## src/rtl/ann_pkg.sv

```systemverilog
`timescale 1ns/1ps
package ann_pkg;
  localparam int unsigned FRAME_LEN = 7;
  localparam int unsigned IDX_W = $clog2(FRAME_LEN);
  localparam logic [7:0] BCAST_BYTE = 8'hFF;
  localparam logic [7:0] CTRL_BYTE  = 8'h80;
  localparam logic [7:0] PORT_BYTE  = 8'h9C;

  typedef enum logic [1:0] {ST_IDLE, ST_START, ST_SEND, ST_WAITDONE} annState_t;

  // strobes from control to datapath
  typedef struct packed {
    logic clearIdx;
    logic stepIdx;
    logic sideB;
    logic startPulse;
    logic sendValid;
    logic abortPulse;
  } annCtl_t;
endpackage

```

## src/rtl/ann_frame_dp.sv

```systemverilog
`timescale 1ns/1ps
module ann_frame_dp
  import ann_pkg::*;
(
  input  logic           clk,
  input  logic           rstN,
  input  annCtl_t        ctl,
  input  logic [7:0]     netA,
  input  logic [7:0]     netB,
  input  logic [7:0]     srcStn,
  input  logic [1:0]     txReadyV,
  input  logic [1:0]     txDoneV,
  output logic [1:0]     txStartV,
  output logic [1:0]     txValidV,
  output logic [1:0]     txLastV,
  output logic [1:0]     txAbortV,
  output logic [7:0]     txByte,
  output logic           selReady,
  output logic           selDone,
  output logic           lastByte
);
  logic [IDX_W-1:0] byteIdx;
  logic [7:0] ownNet, farNet;
  logic [1:0] selVec;

  always_ff @(posedge clk or negedge rstN) begin
    if (!rstN) byteIdx <= '0;
    else if (ctl.clearIdx) byteIdx <= '0;
    else if (ctl.stepIdx) byteIdx <= byteIdx + 1'b1;
  end

  // template patch: only the two network bytes depend on the side
  assign ownNet = ctl.sideB ? netB : netA;
  assign farNet = ctl.sideB ? netA : netB;

  always_comb begin
    case (byteIdx)
      IDX_W'(0), IDX_W'(1): txByte = BCAST_BYTE;
      IDX_W'(2):            txByte = srcStn;
      IDX_W'(3):            txByte = ownNet;
      IDX_W'(4):            txByte = CTRL_BYTE;
      IDX_W'(5):            txByte = PORT_BYTE;
      default:              txByte = farNet;
    endcase
  end

  assign lastByte = (byteIdx == IDX_W'(FRAME_LEN - 1));
  assign selVec   = {ctl.sideB, ~ctl.sideB};
  assign selReady = ctl.sideB ? txReadyV[1] : txReadyV[0];
  assign selDone  = ctl.sideB ? txDoneV[1]  : txDoneV[0];

  for (genvar g = 0; g < 2; g++) begin : g_side
    assign txStartV[g] = ctl.startPulse & selVec[g];
    assign txValidV[g] = ctl.sendValid  & selVec[g];
    assign txLastV[g]  = ctl.sendValid  & selVec[g] & lastByte;
    assign txAbortV[g] = ctl.abortPulse & selVec[g];
  end


  one_side_chk: assert property (@(posedge clk) disable iff (!rstN)
    !(txValidV[0] && txValidV[1]) && !(txStartV[0] && txStartV[1]));
endmodule

```

## src/rtl/ann_ctrl.sv

```systemverilog
`timescale 1ns/1ps
module ann_ctrl
  import ann_pkg::*;
#(
  parameter int unsigned TIMER_W = 16,
  parameter int unsigned RELOAD  = 16'hFFFF,
  parameter int unsigned REPEATS = 4,
  parameter int unsigned TIMEOUT = 1000
) (
  input  logic    clk,
  input  logic    rstN,
  input  logic    selReady,
  input  logic    selDone,
  input  logic    lastByte,
  input  logic    busyA,
  input  logic    busyB,
  input  logic    rearm,
  input  logic    rearmSideB,
  output annCtl_t ctl
);
  localparam int unsigned REP_W = $clog2(REPEATS + 1);
  localparam int unsigned TO_W  = $clog2(TIMEOUT + 1);

  annState_t        state;
  logic             sideReg;
  logic [1:0]       bootPend;   // bit0 = port A, bit1 = port B
  logic             annEnable;
  logic             annSideB;
  logic [REP_W-1:0] repCnt;
  logic [TIMER_W-1:0] annTimer;
  logic [TO_W-1:0]  toCnt;

  logic bootGo, bootSide, tick, stalled, timedOut;

  assign bootGo   = (bootPend != 2'b00);
  assign bootSide = ~bootPend[0];
  assign tick     = (state == ST_IDLE) && !bootGo && annEnable && !busyA && !busyB;
  assign stalled  = ((state == ST_SEND) && !selReady) ||
                    ((state == ST_WAITDONE) && !selDone);
  assign timedOut = stalled && (toCnt == TO_W'(TIMEOUT - 1));

  always_comb begin
    ctl.clearIdx   = (state == ST_START);
    ctl.stepIdx    = (state == ST_SEND) && selReady && !lastByte;
    ctl.sideB      = sideReg;
    ctl.startPulse = (state == ST_START);
    ctl.sendValid  = (state == ST_SEND);
    ctl.abortPulse = timedOut;
  end

  always_ff @(posedge clk or negedge rstN) begin
    if (!rstN) begin
      state     <= ST_IDLE;
      sideReg   <= 1'b0;
      bootPend  <= 2'b11;
      annEnable <= 1'b1;
      annSideB  <= 1'b0;
      repCnt    <= REP_W'(REPEATS);
      annTimer  <= TIMER_W'(RELOAD);
      toCnt     <= '0;
    end else begin
      if (stalled) toCnt <= toCnt + 1'b1;
      else         toCnt <= '0;

      case (state)
        ST_IDLE: begin
          if (bootGo) begin
            state   <= ST_START;
            sideReg <= bootSide;
          end else if (tick) begin
            if (annTimer <= TIMER_W'(1)) begin
              state   <= ST_START;
              sideReg <= annSideB;
              repCnt  <= repCnt - 1'b1;
              if (repCnt == REP_W'(1)) annEnable <= 1'b0;
            end else begin
              annTimer <= annTimer - 1'b1;
            end
          end
        end
        ST_START: state <= ST_SEND;
        ST_SEND: begin
          if (timedOut) begin
            state    <= ST_IDLE;
            bootPend <= 2'b00;
            annTimer <= TIMER_W'(RELOAD);
          end else if (selReady && lastByte) begin
            state <= ST_WAITDONE;
          end
        end
        default: begin
          if (timedOut) begin
            state    <= ST_IDLE;
            bootPend <= 2'b00;
            annTimer <= TIMER_W'(RELOAD);
          end else if (selDone) begin
            state             <= ST_IDLE;
            bootPend[sideReg] <= 1'b0;
            annTimer          <= TIMER_W'(RELOAD);
          end
        end
      endcase

      if (rearm) begin
        annEnable <= 1'b1;
        annSideB  <= rearmSideB;
        repCnt    <= REP_W'(REPEATS);
        annTimer  <= TIMER_W'(RELOAD);
      end
    end
  end


  start_once_chk: assert property (@(posedge clk) disable iff (!rstN)
    ctl.startPulse |=> (ctl.sendValid && !ctl.startPulse));

  abort_stop_chk: assert property (@(posedge clk) disable iff (!rstN)
    ctl.abortPulse |=> (!ctl.sendValid && !ctl.startPulse));

  rep_live_chk: assert property (@(posedge clk) disable iff (!rstN)
    annEnable |-> (repCnt != '0));

  busy_hold_chk: assert property (@(posedge clk) disable iff (!rstN)
    ((state == ST_IDLE) && !bootGo && (busyA || busyB) && !rearm) |=> $stable(annTimer));
endmodule

```

## src/rtl/bridge_announcer.sv

```systemverilog
`timescale 1ns/1ps
module bridge_announcer
  import ann_pkg::*;
#(
  parameter int unsigned TIMER_W = 16,
  parameter int unsigned RELOAD  = 16'hFFFF,
  parameter int unsigned REPEATS = 4,
  parameter int unsigned TIMEOUT = 1000
) (
  input  logic       clk,
  input  logic       rstN,
  input  logic [7:0] netA,
  input  logic [7:0] netB,
  input  logic [7:0] srcStn,
  input  logic       rearm,
  input  logic       rearmSideB,
  input  logic       txReadyA,
  input  logic       txDoneA,
  input  logic       txBusyA,
  output logic       txStartA,
  output logic [7:0] txDataA,
  output logic       txValidA,
  output logic       txLastA,
  output logic       txAbortA,
  input  logic       txReadyB,
  input  logic       txDoneB,
  input  logic       txBusyB,
  output logic       txStartB,
  output logic [7:0] txDataB,
  output logic       txValidB,
  output logic       txLastB,
  output logic       txAbortB
);
  annCtl_t    ctl;
  logic       selReady, selDone, lastByte;
  logic [1:0] startV, validV, lastV, abortV;
  logic [7:0] txByte;

  ann_ctrl #(
    .TIMER_W(TIMER_W), .RELOAD(RELOAD), .REPEATS(REPEATS), .TIMEOUT(TIMEOUT)
  ) uCtrl (
    .clk(clk), .rstN(rstN), .selReady(selReady), .selDone(selDone),
    .lastByte(lastByte), .busyA(txBusyA), .busyB(txBusyB),
    .rearm(rearm), .rearmSideB(rearmSideB), .ctl(ctl)
  );

  ann_frame_dp uDp (
    .clk(clk), .rstN(rstN), .ctl(ctl), .netA(netA), .netB(netB), .srcStn(srcStn),
    .txReadyV({txReadyB, txReadyA}), .txDoneV({txDoneB, txDoneA}),
    .txStartV(startV), .txValidV(validV), .txLastV(lastV), .txAbortV(abortV),
    .txByte(txByte), .selReady(selReady), .selDone(selDone), .lastByte(lastByte)
  );

  assign txStartA = startV[0];
  assign txStartB = startV[1];
  assign txValidA = validV[0];
  assign txValidB = validV[1];
  assign txLastA  = lastV[0];
  assign txLastB  = lastV[1];
  assign txAbortA = abortV[0];
  assign txAbortB = abortV[1];
  assign txDataA  = txByte;
  assign txDataB  = txByte;
endmodule

```

## config.mk

```make
export PLATFORM = sky130hd
export DESIGN_NAME = bridge_announcer
export DESIGN_NICKNAME = d
export VERILOG_FILES = /design/src/rtl/ann_pkg.sv /design/src/rtl/ann_frame_dp.sv /design/src/rtl/ann_ctrl.sv /design/src/rtl/bridge_announcer.sv
export SDC_FILE = /design/constraint.sdc
export NUM_CORES = 1
export LEC_CHECK = 0
export BUFFER_PORTS_ARGS = -buffer_cell sky130_fd_sc_hd__buf_2
export CAP_MARGIN = 0
export CORE_ASPECT_RATIO = 0.7
export CORE_MARGIN = 10
export CORE_UTILIZATION = 45
export DETAILED_ROUTE_END_ITERATION = 7
export PLACE_DENSITY = 0.8
export SETUP_SLACK_MARGIN = 0.3
export SKIP_CTS_REPAIR_TIMING = 1
export SLEW_MARGIN = 20
export SYNTH_ARGS = -nofsm -noshare
export SYNTH_HDL_FRONTEND = slang
export SYNTH_HIERARCHICAL = 1
export SYNTH_SLANG_ARGS = --single-unit
```

## constraint.sdc

```tcl
create_clock -name clk -period 3.5 [get_ports clk]
set_input_delay 0.525 -clock clk [delete_from_list [all_inputs] [get_ports clk]]
set_output_delay 0.525 -clock clk [all_outputs]
set_load 0.01 [all_outputs]
```

==> flow_metrics.py <==
metrics = {
    "run_status": {
        "status": "finished, final reports clean",
    },
    "grt": {
        "antenna_found_initial": 0,
        "grt_pass1_wl_um": 11500,
        "track_usage": 0.138,
        "grt_max_degree": 40,
        "grt-ovfl-total": 0,
        "grt_pass1_vias": 2414,
    },
    "logic_synthesis": {
        "synth-compound-area-share": 0.181,
        "synthAdderAreaFrac": 0.0616,
        "synth_cells": 305,
        "synth_top_family_by_area": "simple AND/OR/NAND/NOR gates",
        "synthSimpleGateAreaFrac": 0.212,
        "netlist_area_mm2": 0.00285,
        "synth-seq-cells": 39,
        "syn-num-nets": 353,
        "synthArstFlopShare": 1.00,
        "synth_warnings": 6,
        "avgSynthCellArea_um2": 9.33,
        "ys_seq_area_frac": 0.352,
        "yosysUniqueCellTypes": 59,
        "synth_edf_count": 0,
        "synth_ff_type": "dfstp_2",
        "synth-xor-area-share": 0.0277,
        "synthMuxAreaShare": 0.0853,
    },
    "sta": {
        "grt_setup_unrepaired": "no",
        "final_max_slew_viol_count": 0,
        "tns_ns": 0,
        "fmax_mhz": 330,
        "setup_viol": 0,
        "period_share": 0.865,
        "min_period_ns": 3.03,
        "worst_pin_slew_ns": 0.823,
        "worst_clock_skew_ns": 0.00262,
        "fin_ws_ns": 0.472,
        "max_slew_margin": 0.451,
        "hold_violations": 0,
    },
    "floorplanning": {
        "rows": 24,
        "initial_utilization": 0.460,
        "die_x_um": 115,
        "ioPinCount": 58,
        "die-area_mm2": 0.00995,
        "core_mm2": 0.00619,
        "fp.dieH_um": 86.5,
    },
    "clocking": {
        "clk_path_buf_depth": 2,
        "cts_tree": "done",
        "cts_sinks": 39,
        "numCtsBuffers": 5,
        "clk_latency_ns": 0.29,
        "ctsHtreeMaxLevel": 2,
        "clkTransAtPathRegs_ns": 0.08,
        "cts_root_buf": "clkbuf_8",
    },
    "min_path": {
        "min_path_type": "input port to asynchronous set/reset pin",
    },
    "critical_path": {
        "crit_type": "register to register",
        "crit_buf_inv": 1,
        "r2r-start": "uCtrl/state[0]$_DFFE_PN0P_",
        "required_ns": 3.73,
        "critical_path_arrival_ns": 3.26,
        "worstSetupEndpointType": "register",
        "cp_top_family": "simple AND/OR/NAND/NOR gates",
        "slowest_delay_ns": 0.56,
        "cp_max_fo": 14,
        "cpMaxStageDelayCell": "or3b_2",
        "path_cells": "inv_1, ha_1, or3b_2, and2_0, o32a_1, nor3_1, nand3b_1, a22o_1",
        "crit_start": "uCtrl/state[0]$_DFFE_PN0P_",
        "start_kind": "register",
    },
    "cells_and_area": {
        "n_antenna_cell": 0,
        "area.growth.synth_to_final_pct": 12.9,
        "drive_above_1_share": 0.336,
        "layout.nets": 398,
        "instances_no_fill": 429,
    },
    "drt": {
        "drt-vias-per-instance": 5.68,
        "ant_nets": 0,
        "wl_per_cell_um": 16.3,
        "num_vias": 2437,
        "drt_iter0_markers": 147,
        "routed_wl_um": 7010,
        "drt_first_pass_iters": 4,
        "drc": 0,
    },
    "place": {
        "dpl_worst_slack_ns": 0.535,
        "gp_congestion": 0.863,
        "dp.cells": 421,
        "dpl.hpwl_um": 5510,
        "portBuffers": 57,
    },
    "power_and_ir_drop": {
        "p_leak_uw": 0.00140,
        "vdd_drop_max_mv": 0.213,
        "powerDensity_mw_per_mm2": 343,
    },
    "flow_run": {
        "maxCapViolCount": 0,
    },
}
## worst paths after layout
| kind | end | slack, ns | depth (start not counted) |
|---|---|---|---|
| worst max-delay path | uCtrl/annTimer[14]$_DFFE_PN1P_ | 0.47 | 8 |
| worst min-delay path | uCtrl/repCnt[0]$_DFFE_PN0P_ | 0.33 | 1 |
| worst min register to register | uCtrl/annEnable$_DFFE_PN1P_ | 0.48 | 2 |
| worst max register to register | uCtrl/annTimer[14]$_DFFE_PN1P_ | 0.47 | 8 |
| min in group clk | uCtrl/annSideB$_DFFE_PN0P_ | 0.46 | 2 |
| max in group asynchronous | uCtrl/sideReg$_DFFE_PN0P_ | 2.61 | 1 |
## per-layer routing
| metal | up-vias | part of all wire | GRT usage |
|---|---|---|---|
| met1 | 1182 | 0.46 | 0.187 |
| met3 | 5 | 0.055 | 0.0311 |
| met2 | 64 | 0.48 | 0.217 |
| met4 | 0 | 0.0067 | 0.0291 |
| met5 | - | 0 | 0 |
| li1 | 1186 | - | - |
## layout make-up
cell class,count,area (um2)
multi-input cells,226,1620
inverters,17,63.8
clock inverters,3,47.5
fillers,565,2970
repair buffers,61,315
flip-flops and latches,39,1000
clock buffers,5,68.8
well taps,78,97.6
## sequential cells by signal, summed over array words and instances (netlist names)
| register | count |
|---|---|
| uCtrl/annTimer | 16 |
| uCtrl/toCnt | 10 |
| uCtrl/repCnt | 3 |
| uDp/byteIdx | 3 |
| uCtrl/bootPend | 2 |
| uCtrl/state | 2 |
| uCtrl/annEnable | 1 |
| uCtrl/annSideB | 1 |
| uCtrl/sideReg | 1 |
## cells by family after synthesis
| logic type | Yosys count |
|---|---|
| AO/OA/AOI/OAI | 74 |
| XOR/XNOR | 9 |
| adder cells (fa/ha/maj) | 14 |
| buffers and inverters | 40 |
| flip-flops | 39 |
| multiplexers | 22 |
| AND/OR/NAND/NOR | 107 |
## where the power goes
group / internal, uW / switching, uW / leakage (uW) / total, uW
sequential: 468 / 15.7 / 0.000468 / 484
clock: 216 / 172 / 0.0000587 / 388
combinational: 97.9 / 131 / 0.000877 / 229
total: 782 / 318 / 0.00140 / 1100
## cells in the final DEF, fill, tap and decap left out, types with 2 or more instances in the layout
| cell | count |
|---|---|
| mux2i_1 | 10 |
| nor3_1 | 8 |
| o21ai_0 | 6 |
| nand3_1 | 7 |
| xor2_1 | 6 |
| nor2_1 | 33 |
| nor4_1 | 3 |
| dfstp_2 | 20 |
| a22o_1 | 3 |
| mux2_2 | 10 |
| or4_4 | 3 |
| dfrtp_1 | 18 |
| ha_1 | 14 |
| and3_1 | 3 |
| nand2_1 | 14 |
| xnor2_1 | 3 |
| buf_4 | 4 |
| or4_1 | 2 |
| buf_2 | 57 |
| nand2b_1 | 5 |
| mux2_4 | 2 |
| a31oi_1 | 12 |
| a22oi_1 | 15 |
| and2_1 | 8 |
| a21oi_1 | 14 |
| clkbuf_8 | 5 |
| inv_1 | 17 |
| or3_1 | 3 |
| a211oi_1 | 7 |
| a22oi_2 | 2 |
| nor2b_1 | 6 |
| nand3b_1 | 2 |
| o21a_1 | 2 |
## cells in the mapped netlist (all sizes together) (2+ instances only)
| library cell | n | share of area |
|---|---|---|
| nor2 | 33 | 0.044 |
| dfstp | 20 | 0.18 |
| dfrtp | 19 | 0.17 |
| a22oi | 17 | 0.048 |
| buf | 17 | 0.049 |
| inv | 17 | 0.022 |
| a21oi | 14 | 0.025 |
| ha | 14 | 0.062 |
| nand2 | 14 | 0.018 |
| a31oi | 12 | 0.026 |
| mux2 | 12 | 0.050 |
| mux2i | 10 | 0.035 |
| and2 | 9 | 0.020 |
| nor3 | 8 | 0.014 |
| o21ai | 8 | 0.015 |
| a211oi | 7 | 0.018 |
| nand3 | 7 | 0.012 |
| clkbuf | 6 | 0.0084 |
| nand2b | 6 | 0.016 |
| nor2b | 6 | 0.013 |
| xor2 | 6 | 0.018 |
| or4 | 5 | 0.017 |
| nor4 | 4 | 0.014 |
| or3 | 4 | 0.011 |
| a22o | 3 | 0.0092 |
| and3 | 3 | 0.0066 |
| xnor2 | 3 | 0.0092 |
| nand3b | 2 | 0.0053 |
| o21a | 2 | 0.0053 |
| or4b | 2 | 0.0084 |
## worst reg2reg max path, cell delays in order (launching register included)
cell	delay, ns
dfrtp_1	0.42
inv_1	0.13
ha_1	0.50
or3b_2	0.56
and2_0	0.19
o32a_1	0.25
nor3_1	0.55
nand3b_1	0.16
a22o_1	0.21
## through the flow
stage	instance area [um2]	power [uW]	hold WS (ns)	utilization
floorplan	2850	648	0.229	-
global placement	3090	713	0.460	0.500
detailed placement	3090	720	0.475	0.500
CTS	3210	1110	0.355	0.519
global route	3210	1150	0.391	0.519
finish	3210	1100	0.327	0.519
No activity file was read; power rests on OpenSTA's default activity.
